===== config.mk =====
export PLATFORM = sky130hd
export DESIGN_NAME = snd_timer_trio
export DESIGN_NICKNAME = d
export VERILOG_FILES = /design/src/rtl/snd_timer_pkg.sv /design/src/rtl/tmr_prescaler.sv /design/src/rtl/tmr_divider.sv /design/src/rtl/tmr_evcount.sv /design/src/rtl/snd_timer_trio.sv
export SDC_FILE = /design/constraint.sdc
export NUM_CORES = 1
export LEC_CHECK = 0
export BUFFER_PORTS_ARGS = -buffer_cell sky130_fd_sc_hd__buf_2
export CORE_MARGIN = 4
export CORE_UTILIZATION = 25
export CTS_BUF_LIST = sky130_fd_sc_hd__clkbuf_4
export DETAILED_ROUTE_END_ITERATION = 8
export PLACE_DENSITY_LB_ADDON = 0.25
export RECOVER_POWER = 100
export SLEW_MARGIN = 20
export SYNTH_ARGS = -nofsm -noshare
export SYNTH_HDL_FRONTEND = slang
export SYNTH_SLANG_ARGS = --single-unit

===== constraint.sdc =====
create_clock -name clk -period 2.1 [get_ports clk]
set_input_delay 0.315 -clock clk [delete_from_list [all_inputs] [get_ports clk]]
set_output_delay 0.315 -clock clk [all_outputs]
set_load 0.02 [all_outputs]

===== src/rtl/snd_timer_pkg.sv =====
package snd_timer_pkg;
  localparam int unsigned NUM_TMR = 3;

  // Timer index that uses the fast prescaler; the rest use the slow one.
  localparam int unsigned FAST_IDX = 2;

  function automatic int unsigned pick_ratio(input int unsigned idx,
                                             input int unsigned slow,
                                             input int unsigned fast);
    return (idx == FAST_IDX) ? fast : slow;
  endfunction
endpackage


===== src/rtl/tmr_prescaler.sv =====
module tmr_prescaler #(
  parameter int unsigned RATIO = 128
) (
  input  logic clk,
  input  logic rst_n,
  output logic tick_o
);
  localparam int unsigned CW = (RATIO > 1) ? $clog2(RATIO) : 1;
  localparam logic [CW-1:0] LAST = CW'(RATIO - 1);

  logic [CW-1:0] phase_q, phase_d;

  always_comb begin
    tick_o  = (phase_q == LAST);
    phase_d = tick_o ? '0 : phase_q + 1'b1;
  end

  always_ff @(posedge clk or negedge rst_n) begin
    if (!rst_n) phase_q <= '0;
    else        phase_q <= phase_d;
  end
endmodule


===== src/rtl/tmr_divider.sv =====
module tmr_divider #(
  parameter int unsigned DW = 8
) (
  input  logic          clk,
  input  logic          rst_n,
  input  logic          en_i,
  input  logic          tick_i,
  input  logic [DW-1:0] lim_i,
  output logic          hit_o
);
  logic [DW-1:0] cnt_q, cnt_d, bumped;

  always_comb begin
    bumped = cnt_q + 1'b1;          // wraps naturally, so limit 0 acts as 2**DW
    hit_o  = en_i && tick_i && (bumped == lim_i);
    cnt_d  = cnt_q;
    if (!en_i)       cnt_d = '0;
    else if (hit_o)  cnt_d = '0;
    else if (tick_i) cnt_d = bumped;
  end

  always_ff @(posedge clk or negedge rst_n) begin
    if (!rst_n) cnt_q <= '0;
    else        cnt_q <= cnt_d;
  end
endmodule


===== src/rtl/tmr_evcount.sv =====
module tmr_evcount #(
  parameter int unsigned OW = 4
) (
  input  logic          clk,
  input  logic          rst_n,
  input  logic          en_i,
  input  logic          inc_i,
  input  logic          clr_i,
  output logic [OW-1:0] cnt_o
);
  logic [OW-1:0] cnt_q, cnt_d;

  always_comb begin
    cnt_d = cnt_q;
    if (!en_i)      cnt_d = '0;
    else if (clr_i) cnt_d = inc_i ? OW'(1) : '0;
    else if (inc_i) cnt_d = cnt_q + 1'b1;
  end

  always_ff @(posedge clk or negedge rst_n) begin
    if (!rst_n) cnt_q <= '0;
    else        cnt_q <= cnt_d;
  end

  assign cnt_o = cnt_q;
endmodule


===== src/rtl/snd_timer_trio.sv =====
module snd_timer_trio #(
  parameter int unsigned SLOW_RATIO = 128,
  parameter int unsigned FAST_RATIO = 16,
  parameter int unsigned LIM_W      = 8,
  parameter int unsigned CNT_W      = 4
) (
  input  logic                                     clk,
  input  logic                                     rst_n,
  input  logic [snd_timer_pkg::NUM_TMR-1:0]        tmr_en,
  input  logic [snd_timer_pkg::NUM_TMR-1:0]        lim_we,
  input  logic [LIM_W-1:0]                         lim_wdata,
  input  logic [snd_timer_pkg::NUM_TMR-1:0]        rd_stb,
  output logic [snd_timer_pkg::NUM_TMR*CNT_W-1:0]  count_o
);
  import snd_timer_pkg::*;

  logic [NUM_TMR-1:0] pre_tick;
  logic [NUM_TMR-1:0] div_hit;

  for (genvar i = 0; i < NUM_TMR; i++) begin : g_tmr
    logic [LIM_W-1:0] lim_q, lim_d;

    always_comb lim_d = lim_we[i] ? lim_wdata : lim_q;

    always_ff @(posedge clk or negedge rst_n) begin
      if (!rst_n) lim_q <= '0;
      else        lim_q <= lim_d;
    end

    tmr_prescaler #(.RATIO(pick_ratio(i, SLOW_RATIO, FAST_RATIO))) u_pre (
      .clk    (clk),
      .rst_n  (rst_n),
      .tick_o (pre_tick[i])
    );

    tmr_divider #(.DW(LIM_W)) u_div (
      .clk    (clk),
      .rst_n  (rst_n),
      .en_i   (tmr_en[i]),
      .tick_i (pre_tick[i]),
      .lim_i  (lim_q),
      .hit_o  (div_hit[i])
    );

    tmr_evcount #(.OW(CNT_W)) u_cnt (
      .clk    (clk),
      .rst_n  (rst_n),
      .en_i   (tmr_en[i]),
      .inc_i  (div_hit[i]),
      .clr_i  (rd_stb[i]),
      .cnt_o  (count_o[i*CNT_W +: CNT_W])
    );
  end
endmodule


==> impl_metrics.tcl <==
set metrics [dict create \
    setup_viol_count_final 0 \
    synth_mux_area_share_pct 7.735 \
    overflow 0 \
    dp_slack_ns -0.03847 \
    wl_per_cell_um 14.80 \
    synth_common_cells "78 x dfrtp_1, 37 x nand2_1, 24 x nand3_1" \
    synthCells 417 \
    cellPowerDensity_mw_per_mm2 572.9 \
    ys_seq_area_share_pct 45.71 \
    tns_ns 0 \
    rsz0062_at_grt "true" \
    fin_crit_sh_pct 98.42 \
    cp_top_family "simple AND/OR/NAND/NOR gates" \
    slowest_delay_ns 0.48 \
    synthAdderAreaFrac_pct 2.637 \
    p_leak_nw 2.199 \
    synth_xor_area_share_pct 8.204 \
    ant_nets 0 \
    synth_area_leader_cell "dfrtp_1" \
    numCtsBuffers 9 \
    synth_enable_flop_cells 0 \
    drive_gt1_share_pct 29.27 \
    avgViaCountPerCell 4.705 \
    synth_top_family_by_area "simple AND/OR/NAND/NOR gates" \
    multi_input_area_mm2 0.002457 \
    arrival_ns 2.45 \
    synth.top_cell.area_share_pct 45.71 \
    path_clk_slew_ns 0.14 \
    yosysMostFrequentCell "dfrtp_1" \
    htreeDepth 3 \
    cts-root-buf "clkbuf_4" \
    start_util_pct 25.66 \
    antenna_found_initial 2 \
    setup_slack_ns 0.03319 \
    cts_max_path_buffers 2 \
    row_count 47 \
    hold_viol 0 \
    drv_slew 0 \
    crit_type "reg2reg" \
    route.final.wire_length_mm 10.55 \
    synth_compound_area_share_pct 13.39 \
    worst-path-max-fanout 5 \
    area_growth_pct 26.69 \
    required_ns 2.48 \
    dp_hpwl_mm 7.190 \
    yosysUniqueCellTypes 64 \
    clk_latency_ns 0.45 \
    seqCellArea_mm2 0.001958 \
    outcome "completed" \
    final_cells 713 \
    grt_pass1_wl_mm 17.17 \
    yosysWarnings 0 \
    fin_nets 515 \
    slowest_stage "dfrtp_2" \
    fin_crit_ns 2.067 \
    slew_headroom_pct 28.34 \
    route.vias.total 3355 \
    max_freq_ghz 0.4838 \
    synth_simple_gate_area_share_pct 19.46 \
    cts_tree "done" \
    cp_num_buf_inv 0 \
    final_core_util_pct 32.51 \
    synth.area.top_cells "dfrtp_1 46%, mux2_2 6.1%, xnor2_1 4.5%, xor2_1 3.7%, nand2_1 3.3%" \
    drc 0 \
    final.fill_count 1722 \
    synth-main-ff-cell "dfrtp_1" \
    die_h_um 138.7 \
    grt_pass1_vias 3351 \
    hp-class "in2reg" \
    cts_sinks 78 \
    grt_use_total_pct 10.98 \
    synth_nets 445 \
    worst_setup_path_start_kind "flip-flop" \
    worstPathCellList "xnor2_1 -> or3_4 -> a211o_1 -> or4_1 -> a21oi_1" \
    grt_max_degree 39 \
    drv_cap 0 \
    gp_congestion 0.8286 \
    placed_cells 689 \
    power_mw 3.100 \
    peakVddDrop_mv 0.3978 \
    port-buffer-count 30 \
    die-area_mm2 0.01924 \
    drtIter0Drc 150 \
    coreArea_mm2 0.01664 \
    synthesis.area_mm2 0.004270 \
    synth_area_per_cell_um2 10.24 \
    die_x_um 138.7 \
    async_flop_share_pct 100.0 \
    io_pins 31 \
    finalClockSkew_ns 0.02075 \
    worstMarginPinSlew_ns 1.075 \
    ys_ff_latch 78 \
    first_pass_iters 4 \
    end_kind "flip-flop" \
]
cell type report:
| type | instances | share of cell area (%) |
|---|---|---|
| antenna | 1 | 0.04625 |
| tap | 220 | 5.088 |
| timing repair buffer | 76 | 9.204 |
| inverter | 9 | 0.6244 |
| clock buffer | 10 | 1.388 |
| multi-input combinational | 313 | 45.42 |
| sequential | 78 | 36.19 |
| clock inverter | 6 | 2.035 |
repair_timing:
item	CTS	global route
pin swaps	1	15
setup endpoints to repair	14	29
gates cloned	0	2
hold buffers	1	0
setup buffers	0	4
endpoints found under the hold margin	36	0
gates resized for setup	15	38
worst reg2reg max path: cells and delay by family (launching register included):
kind            cells  cell delay (ns)
simple gates        2             0.89
flops               1             0.48
compound gates      2             0.46
xor+xnor            1             0.17
state kept, by name, indices dropped and copies added, names as in the netlist:
| register | cells |
|---|---|
| g_tmr.lim_q | 24 |
| g_tmr.u_div.cnt_q | 24 |
| g_tmr.u_pre.phase_q | 18 |
| g_tmr.u_cnt.cnt_o | 12 |
where the power goes:
part | internal [mW] | switching, mW | total [mW]
combinational | 0.147 | 0.170 | 0.318
clock | 0.614 | 0.564 | 1.18
sequential | 1.55 | 0.0509 | 1.60
total | 2.31 | 0.786 | 3.10
final timing paths:
kind                                              to                      start  cells past startpoint  slack [ns]
hold / removal               g_tmr[0].u_cnt.cnt_o[0]                  tmr_en[0]                      2        0.13
min in group asynchronous    g_tmr[1].u_cnt.cnt_o[0]                      rst_n                      2        0.57
max in group asynchronous    g_tmr[2].u_div.cnt_q[4]                      rst_n                      3        0.53
hold reg to reg            g_tmr[0].u_pre.phase_q[0]  g_tmr[0].u_pre.phase_q[0]                      1        0.46
setup reg to reg             g_tmr[0].u_cnt.cnt_o[2]    g_tmr[0].u_div.cnt_q[4]                      5        0.03
setup / recovery             g_tmr[0].u_cnt.cnt_o[2]    g_tmr[0].u_div.cnt_q[4]                      5        0.03
layout by cell type, fill, tap and decap left out, types with 5 or more instances in the layout:
cell type	Yosys	final
nand2_1	37	36
nand2b_1	8	8
nor2b_1	10	10
xnor2_1	22	21
buf_4	2	36
clkbuf_1	9	13
dfrtp_2	0	5
mux2_2	23	23
clkbuf_4	0	12
a21boi_0	7	6
o22ai_1	5	5
nand3_1	24	22
inv_1	9	9
nor2_1	21	21
a21oi_1	5	5
buf_2	4	18
xor2_1	18	17
and2_1	5	5
ha_1	9	6
dfrtp_1	78	73
mux2i_1	6	6
and3_1	7	7
o21ai_0	16	15
nor3_1	8	6
through the flow:
stage               hold slack (ns)  cell area [µm²]
floorplan                   0.01941             4280
global placement             0.3341             4932
detailed placement           0.3445             4932
CTS                         0.06601             5185
global route                0.07776             5410
finish                       0.1283             5410
kinds of logic after synthesis:
group / count (synthesis)
AOI/OAI and AO/OA: 78
and+or+nand+nor: 155
buffers and inverters: 27
adders and majority gates: 9
muxes: 30
DFF: 78
xor gates and xnor gates: 40
layer usage:
metal | vias to the layer above | track usage, % | part of all wire (%)
met5 | - | 0 | 0.066
met4 | 2 | 3.502 | 1.4
met3 | 12 | 3.379 | 4.3
met2 | 54 | 16.88 | 47
met1 | 1634 | 14.85 | 47
li1 | 1653 | - | -
Note: power is estimated with default switching activity, not from simulation.
